[src/rtl/ssc_pkg.sv]
`timescale 1ns/1ps
package ssc_pkg;
  // Event flag indices inside the flag vector (vector sits at the top of the status byte)
  localparam int NUM_FLAGS  = 3;
  localparam int FLAG_START = 2;
  localparam int FLAG_OVF   = 1;
  localparam int FLAG_STOP  = 0;
  // One collision bit sits between the flags and the counter
  localparam int COLL_BITS  = 1;

  typedef struct packed {
    logic lvl;
    logic rise;
    logic fall;
  } line_evt_t;
endpackage

[src/rtl/ssc_line_sync.sv]
`timescale 1ns/1ps
module ssc_line_sync import ssc_pkg::*; #(
  parameter int   STAGES  = 2,
  parameter logic IDLE_LV = 1'b1
) (
  input  logic      clk,
  input  logic      rst,
  input  logic      pin,
  output line_evt_t evt
);
  logic [STAGES-1:0] chain_q;
  logic              last_q;

  always_ff @(posedge clk) begin
    if (rst) begin
      chain_q <= {STAGES{IDLE_LV}};
      last_q  <= IDLE_LV;
    end else begin
      chain_q <= {chain_q[STAGES-2:0], pin};
      last_q  <= chain_q[STAGES-1];
    end
  end

  assign evt.lvl  = chain_q[STAGES-1];
  assign evt.rise = chain_q[STAGES-1] & ~last_q;
  assign evt.fall = ~chain_q[STAGES-1] & last_q;
endmodule

[src/rtl/ssc_edge_counter.sv]
`timescale 1ns/1ps
module ssc_edge_counter #(
  parameter int CNT_W = 4
) (
  input  logic             clk,
  input  logic             rst,
  input  logic             step,
  input  logic             load,
  input  logic [CNT_W-1:0] load_val,
  output logic [CNT_W-1:0] cnt_q,
  output logic             wrap
);
  localparam logic [CNT_W-1:0] CNT_TOP = '1;

  // a CPU load overrides the step, so no wrap is reported then
  assign wrap = step & ~load & (cnt_q == CNT_TOP);

  always_ff @(posedge clk) begin
    if (rst)       cnt_q <= '0;
    else if (load) cnt_q <= load_val;
    else if (step) cnt_q <= cnt_q + 1'b1;
  end
endmodule

[src/rtl/ssc_shift_buf.sv]
`timescale 1ns/1ps
module ssc_shift_buf #(
  parameter int DATA_W = 8
) (
  input  logic              clk,
  input  logic              rst,
  input  logic              load,
  input  logic [DATA_W-1:0] load_val,
  input  logic              shift,
  input  logic              shift_in,
  input  logic              capture,
  output logic [DATA_W-1:0] data_q,
  output logic [DATA_W-1:0] buf_q
);
  logic [DATA_W-1:0] data_d;

  always_comb begin
    data_d = data_q;
    if (load)       data_d = load_val;
    else if (shift) data_d = {data_q[DATA_W-2:0], shift_in};
  end

  always_ff @(posedge clk) begin
    if (rst) begin
      data_q <= '0;
      buf_q  <= '0;
    end else begin
      data_q <= data_d;
      if (capture) buf_q <= data_d;
    end
  end
endmodule

[src/rtl/ssc_flags.sv]
`timescale 1ns/1ps
module ssc_flags import ssc_pkg::*; (
  input  logic                 clk,
  input  logic                 rst,
  input  logic [NUM_FLAGS-1:0] set_evt,
  input  logic                 clr_en,
  input  logic [NUM_FLAGS-1:0] clr_mask,
  output logic [NUM_FLAGS-1:0] flag_q
);
  for (genvar i = 0; i < NUM_FLAGS; i++) begin : g_flag
    logic q;
    // a set event beats a same-cycle clear so no event is lost
    always_ff @(posedge clk) begin
      if (rst)                       q <= 1'b0;
      else if (set_evt[i])           q <= 1'b1;
      else if (clr_en && clr_mask[i]) q <= 1'b0;
    end
    assign flag_q[i] = q;
  end
endmodule

[src/rtl/serial_status_core.sv]
`timescale 1ns/1ps
module serial_status_core import ssc_pkg::*; #(
  parameter int  CNT_W       = 4,
  parameter int  DATA_W      = 8,
  parameter int  SYNC_STAGES = 2,
  localparam int STAT_W      = NUM_FLAGS + COLL_BITS + CNT_W
) (
  input  logic              clk,
  input  logic              rst,
  input  logic              scl_pin,
  input  logic              sda_pin,
  input  logic              two_wire,
  input  logic              start_ie,
  input  logic              ovf_ie,
  input  logic              stat_wr,
  input  logic [STAT_W-1:0] stat_wdata,
  input  logic              data_wr,
  input  logic [DATA_W-1:0] data_wdata,
  output logic [STAT_W-1:0] stat_rdata,
  output logic [DATA_W-1:0] data_rdata,
  output logic [DATA_W-1:0] buf_rdata,
  output logic              scl_hold_low,
  output logic              start_irq,
  output logic              ovf_irq
);
  line_evt_t scl_e, sda_e;
  logic [CNT_W-1:0]     cnt;
  logic                 wrap;
  logic [NUM_FLAGS-1:0] flags, set_evt;
  logic                 scl_edge, collision;
  logic                 unused_coll_wbit;

  ssc_line_sync #(.STAGES(SYNC_STAGES), .IDLE_LV(1'b1)) u_scl_sync (
    .clk(clk), .rst(rst), .pin(scl_pin), .evt(scl_e));
  ssc_line_sync #(.STAGES(SYNC_STAGES), .IDLE_LV(1'b1)) u_sda_sync (
    .clk(clk), .rst(rst), .pin(sda_pin), .evt(sda_e));

  assign scl_edge = scl_e.rise | scl_e.fall;

  ssc_edge_counter #(.CNT_W(CNT_W)) u_cnt (
    .clk(clk), .rst(rst), .step(scl_edge), .load(stat_wr),
    .load_val(stat_wdata[CNT_W-1:0]), .cnt_q(cnt), .wrap(wrap));

  ssc_shift_buf #(.DATA_W(DATA_W)) u_dbuf (
    .clk(clk), .rst(rst), .load(data_wr), .load_val(data_wdata),
    .shift(scl_e.rise), .shift_in(sda_e.lvl), .capture(wrap),
    .data_q(data_rdata), .buf_q(buf_rdata));

  always_comb begin
    set_evt             = '0;
    set_evt[FLAG_START] = two_wire ? (sda_e.fall & scl_e.lvl) : scl_edge;
    set_evt[FLAG_STOP]  = two_wire & sda_e.rise & scl_e.lvl;
    set_evt[FLAG_OVF]   = wrap;
  end

  ssc_flags u_flags (
    .clk(clk), .rst(rst), .set_evt(set_evt), .clr_en(stat_wr),
    .clr_mask(stat_wdata[STAT_W-1 -: NUM_FLAGS]), .flag_q(flags));

  assign collision        = two_wire & (data_rdata[DATA_W-1] ^ sda_e.lvl);
  assign unused_coll_wbit = stat_wdata[CNT_W];
  assign stat_rdata       = {flags, collision, cnt};
  assign scl_hold_low     = two_wire & (flags[FLAG_START] | flags[FLAG_OVF]);
  assign start_irq        = flags[FLAG_START] & start_ie;
  assign ovf_irq          = flags[FLAG_OVF] & ovf_ie;
endmodule

[config.mk]
export PLATFORM = sky130hd
export DESIGN_NAME = serial_status_core
export DESIGN_NICKNAME = d
export VERILOG_FILES = /design/src/rtl/ssc_pkg.sv /design/src/rtl/ssc_line_sync.sv /design/src/rtl/ssc_edge_counter.sv /design/src/rtl/ssc_shift_buf.sv /design/src/rtl/ssc_flags.sv /design/src/rtl/serial_status_core.sv
export SDC_FILE = /design/constraint.sdc
export NUM_CORES = 1
export LEC_CHECK = 0
export BUFFER_PORTS_ARGS = -buffer_cell sky130_fd_sc_hd__buf_4
export CORE_ASPECT_RATIO = 0.7
export CORE_MARGIN = 2
export CORE_UTILIZATION = 47
export DETAILED_ROUTE_END_ITERATION = 6
export GPL_ROUTABILITY_DRIVEN = 0
export HOLD_SLACK_MARGIN = 0.15
export PLACE_DENSITY = 0.81
export SLEW_MARGIN = 20
export SYNTH_ARGS = -nofsm -noshare
export SYNTH_HDL_FRONTEND = slang
export SYNTH_SLANG_ARGS = --single-unit
[constraint.sdc]
create_clock -name clk -period 1.9 [get_ports clk]
set_clock_uncertainty 0.15 [all_clocks]
set_input_delay 0.19 -clock clk [delete_from_list [all_inputs] [get_ports clk]]
set_output_delay 0.19 -clock clk [all_outputs]
set_load 0.02 [all_outputs]
==> metrics list <==
- In this run the critical register-to-register path is captured at u_dbuf.buf_q[0]$_SDFFE_PP0P_.
* Area contributors post-synth: sky130_fd_sc_hd__dfxtp_1 45%, sky130_fd_sc_hd__nor2b_1 4.8%, sky130_fd_sc_hd__a32o_1 4.6%
- In the global route stage, overall resource usage came out at 0.218.
- Min-Delay Endpoint: u_dbuf.data_q[4]$_SDFF_PP0_
* Worst setup timing slack at the placement stage: 0.142 ns
- Timing would allow up to 561 MHz.
* Critical Path Source Type: input port
- Adding up every negative setup slack in the final design gives 0 ns.
- Synth Instances: 129
- The number of antenna violations at the first check in global routing was 0.
- Die Span Y: 48 um
- Area added between synthesis and finish: 53.3%
- A synthesized cell averages 10.1 um^2.
- The routed design has 3200 um of wire.
* Max rail drop VDD: 0.000573 V
- The share of synthesized area in the top cell type comes to 0.447.
* Flip-flop and latch count after synthesis: 29
- Final routed wire length divided by cell count: 13.5 um
* Class of the most critical hold timing path: input port to flop
* Worst-case reg-to-reg path depth: 4
* Placed standard-cell area: 1670 um^2
- The floorplan step set the die width to 66.9 um.
* Largest buffer count on any clock path: 2
* Pin count of the biggest net entering global routing: 20
- For this block, the initial DRC count from the detailed router was 32.
* Setup repair after global routing missed its margin: false
- Residual overflow from global routing: 0
- Synth Net Count: 157
- After filler insertion, the fill cell instance count of the layout stands at 184.
- In this run the static leakage power is 0.915 nW.
- The detail route stage leaves a number of antenna-violating nets equal to 0.
- STA puts the critical path data arrival time at 1.79 ns.
* Die ar.: 3210 um^2
- Core outline area: 2550 um^2
- In this run the tool buffered the top-level ports with 50 buffer cells.
- Layout net count: 230
- Number of distinct library cells after synthesis: 35
- CP Data Required Time: 1.91 ns
- Pwr per Cell Area: 700 nW/um^2
- The hold violation count in the final report is 0.
- The worst hold path begins at data_wr.
- The clock tree synthesis step divided the H-tree into 2 levels.
- Flip-flop and latch area: 581 um^2
* Actual transition at the worst max-transition pin: 0.431 ns
- Global-route wire length before repair: 5040 um
* Status: finished clean
* Clock tree root driver cell: sky130_fd_sc_hd__clkbuf_8
- Crit path capture type: flop
- Startpoint-to-endpoint class of the critical path: input port to flop
* Clock network latency to the later pin of the worst-skew pair: 0.27 ns
- Setup violations remaining at the end of the flow were counted as 0.
- The final route contains 1,219 vias.
- Post-synthesis cell area: 1300 um^2
- Clock-pin slew was measured on the worst setup and hold paths at 0.05 ns.
* CTS tree: built
* Tightest hold margin: 0.213 ns
- Drc violations: 0
* TritonCTS Buffers: 5
- Initial cell density of the core: 0.509
- The repair_antennas step left the layout with diodes totalling 0.
* Row Count: 15
- Minimum setup slack among reg-to-reg paths: 0.14 ns
- Avg Vias per Cell: 5.17
* Layout cell share with drive strength beyond 1: 0.337
- The tool flagged a number of max-cap violations equal to 0.
- Router iterations before antenna repair: 4
- In the final layout, the multi-input gates occupy 642 um^2.
- The synthesized design spends more area on one cell type than any other, namely sky130_fd_sc_hd__dfxtp_1.
- Across all setup checks in the final design, the least slack found is 0.117 ns.
* Fraction of the yosys area taken by sequential cells: 0.447
* Peak fanout along the critical path: 19
* Count of boundary I/O pins: 52
- Final Instance Area: 1990 um^2
- The worst register-to-register path begins at u_scl_sync.chain_q[1]$_SDFF_PP1_.
- The worst hold path passes through 3 cells.
- Via count of the first global-routing pass: 1,185
- The final number of max-transition violations was 0.
- In the finished design, the share of the clock period the worst path needs comes to 0.939.
* Sinks on the clock net: 29
- Headroom to the max-slew limit: 0.712
* Min Clock Period, post-route: 1.78 ns
- YS warnings: 0
- The wire-length estimate of the detail-placed layout is 2210 um.
* Final core utilization: 0.781
==> through the flow <==
stage | power [mW] | std cells
6_report | 1.40 | 236
5_1_grt | 1.46 | 236
4_1_cts | 1.41 | 236
3_5_place_dp | 0.876 | 205
3_3_place_gp | 0.869 | 205
2_1_floorplan | 0.789 | 129
==> synthesized netlist by cell type <==
cell / instances
sky130_fd_sc_hd__dfxtp_1: 29
sky130_fd_sc_hd__nor2b_1: 10
sky130_fd_sc_hd__nand2b_1: 7
sky130_fd_sc_hd__a211o_1: 6
sky130_fd_sc_hd__a32o_1: 6
sky130_fd_sc_hd__and3_1: 6
sky130_fd_sc_hd__or2_2: 6
sky130_fd_sc_hd__inv_1: 5
sky130_fd_sc_hd__a21oi_1: 4
sky130_fd_sc_hd__buf_4: 4
sky130_fd_sc_hd__nand2_1: 4
sky130_fd_sc_hd__o21a_1: 4
sky130_fd_sc_hd__and2_1: 3
sky130_fd_sc_hd__ha_1: 3
sky130_fd_sc_hd__nand4b_1: 3
sky130_fd_sc_hd__xnor2_1: 3
sky130_fd_sc_hd__a211oi_1: 2
sky130_fd_sc_hd__buf_2: 2
sky130_fd_sc_hd__clkbuf_1: 2
sky130_fd_sc_hd__mux2i_1: 2
sky130_fd_sc_hd__nor2_1: 2
sky130_fd_sc_hd__nor3_1: 2
sky130_fd_sc_hd__o211ai_1: 2
sky130_fd_sc_hd__a21boi_0: 1
sky130_fd_sc_hd__a21oi_2: 1
sky130_fd_sc_hd__and4bb_1: 1
sky130_fd_sc_hd__buf_6: 1
sky130_fd_sc_hd__mux2_2: 1
sky130_fd_sc_hd__nand2_2: 1
sky130_fd_sc_hd__nand4bb_1: 1
sky130_fd_sc_hd__nor3_2: 1
sky130_fd_sc_hd__o21ai_0: 1
sky130_fd_sc_hd__o41ai_1: 1
sky130_fd_sc_hd__o41ai_2: 1
sky130_fd_sc_hd__xor2_1: 1
==> power by group <==
part	leakage, nW	internal [mW]	switching (mW)	total, mW
registers	0.238	0.635	0.0228	0.657
logic	0.633	0.140	0.108	0.248
clock network	0.0443	0.286	0.204	0.491
==> logic make-up after synthesis <==
group	share of synthesized area
multiplexers	0.0241
AO/OA/AOI/OAI	0.184
flip-flops	0.447
buffers and inverters	0.0597
adder cells (fa/ha/maj)	0.0289
XOR/XNOR	0.0270
AND/OR/NAND/NOR	0.230
==> area by class of cell <==
class,instances,share of cell area
Multi-Input combinational cell,86,0.322
Clock buffer,7,0.0433
Sequential cell,29,0.291
Timing Repair Buffer,75,0.313
Inverter,5,0.00942
Tap cell,34,0.0213
==> worst max-delay path, stage by stage <==
cell and delay [ns]:
sky130_fd_sc_hd__dlygate4sd3_1 0.54, sky130_fd_sc_hd__buf_4 0.20, sky130_fd_sc_hd__or2_2 0.30, sky130_fd_sc_hd__dlygate4sd3_1 0.55
==> layout by cell type, fill, tap and decap left out, types with 2 or more instances in the layout <==
master                          instances
sky130_fd_sc_hd__dfxtp_1               29
sky130_fd_sc_hd__a21oi_1                4
sky130_fd_sc_hd__nand4b_1               3
sky130_fd_sc_hd__ha_1                   3
sky130_fd_sc_hd__or2_2                  6
sky130_fd_sc_hd__o21a_1                 4
sky130_fd_sc_hd__nor2_1                 2
sky130_fd_sc_hd__clkbuf_8               6
sky130_fd_sc_hd__nand2b_1               7
sky130_fd_sc_hd__o211ai_1               2
sky130_fd_sc_hd__a32o_1                 6
sky130_fd_sc_hd__nor3_1                 2
sky130_fd_sc_hd__and2_1                 3
sky130_fd_sc_hd__nor2b_1               10
sky130_fd_sc_hd__nand2_1                4
sky130_fd_sc_hd__inv_1                  5
sky130_fd_sc_hd__mux2i_1                2
sky130_fd_sc_hd__a211oi_1               2
sky130_fd_sc_hd__xnor2_1                3
sky130_fd_sc_hd__and3_1                 6
sky130_fd_sc_hd__buf_4                 51
sky130_fd_sc_hd__a211o_1                6
sky130_fd_sc_hd__dlygate4sd3_1         24
==> worst max path at each step <==
stage	end	cells past startpoint	slack, ns	from
5_1_grt	u_dbuf.buf_q[5]$_SDFFE_PP0P_	4	0.009	u_scl_sync.chain_q[1]$_SDFF_PP1_
3_5_place_dp	u_dbuf.buf_q[2]$_SDFFE_PP0P_	4	0.14	u_scl_sync.chain_q[1]$_SDFF_PP1_
4_1_cts	u_scl_sync.chain_q[0]$_SDFF_PP1_	4	0.13	rst
6_report	u_sda_sync.chain_q[0]$_SDFF_PP1_	4	0.12	rst
2_1_floorplan	u_dbuf.buf_q[7]$_SDFFE_PP0P_	4	0.28	u_scl_sync.chain_q[1]$_SDFF_PP1_
3_3_place_gp	u_dbuf.buf_q[7]$_SDFFE_PP0P_	4	0.20	u_scl_sync.chain_q[1]$_SDFF_PP1_
==> routing by layer <==
metal / track usage / wire length [um] / vias to the layer above
met4: 0.0898 / 60 / 0
li1: - / - / 605
met1: 0.246 / 1400 / 566
met3: 0.0682 / 218 / 6
met2: 0.398 / 1520 / 42
met5: 0 / 0 / -
==> sequential cells by signal, indices dropped and copies added (netlist names) <==
signal              count
u_cnt.cnt_q             4
u_dbuf.buf_q            8
u_dbuf.data_q           8
u_flags.g_flag.q        3
u_scl_sync.chain_q      2
u_scl_sync.last_q       1
u_sda_sync.chain_q      2
u_sda_sync.last_q       1
==> repair_timing <==
| item | CTS | global route |
|---|---|---|
| hold buffers | 24 | 0 |
| setup buffers | 0 | 0 |
| hold endpoints to repair | 28 | 0 |
| resized for setup | 0 | 0 |
Power figures use the tool's default switching activity.
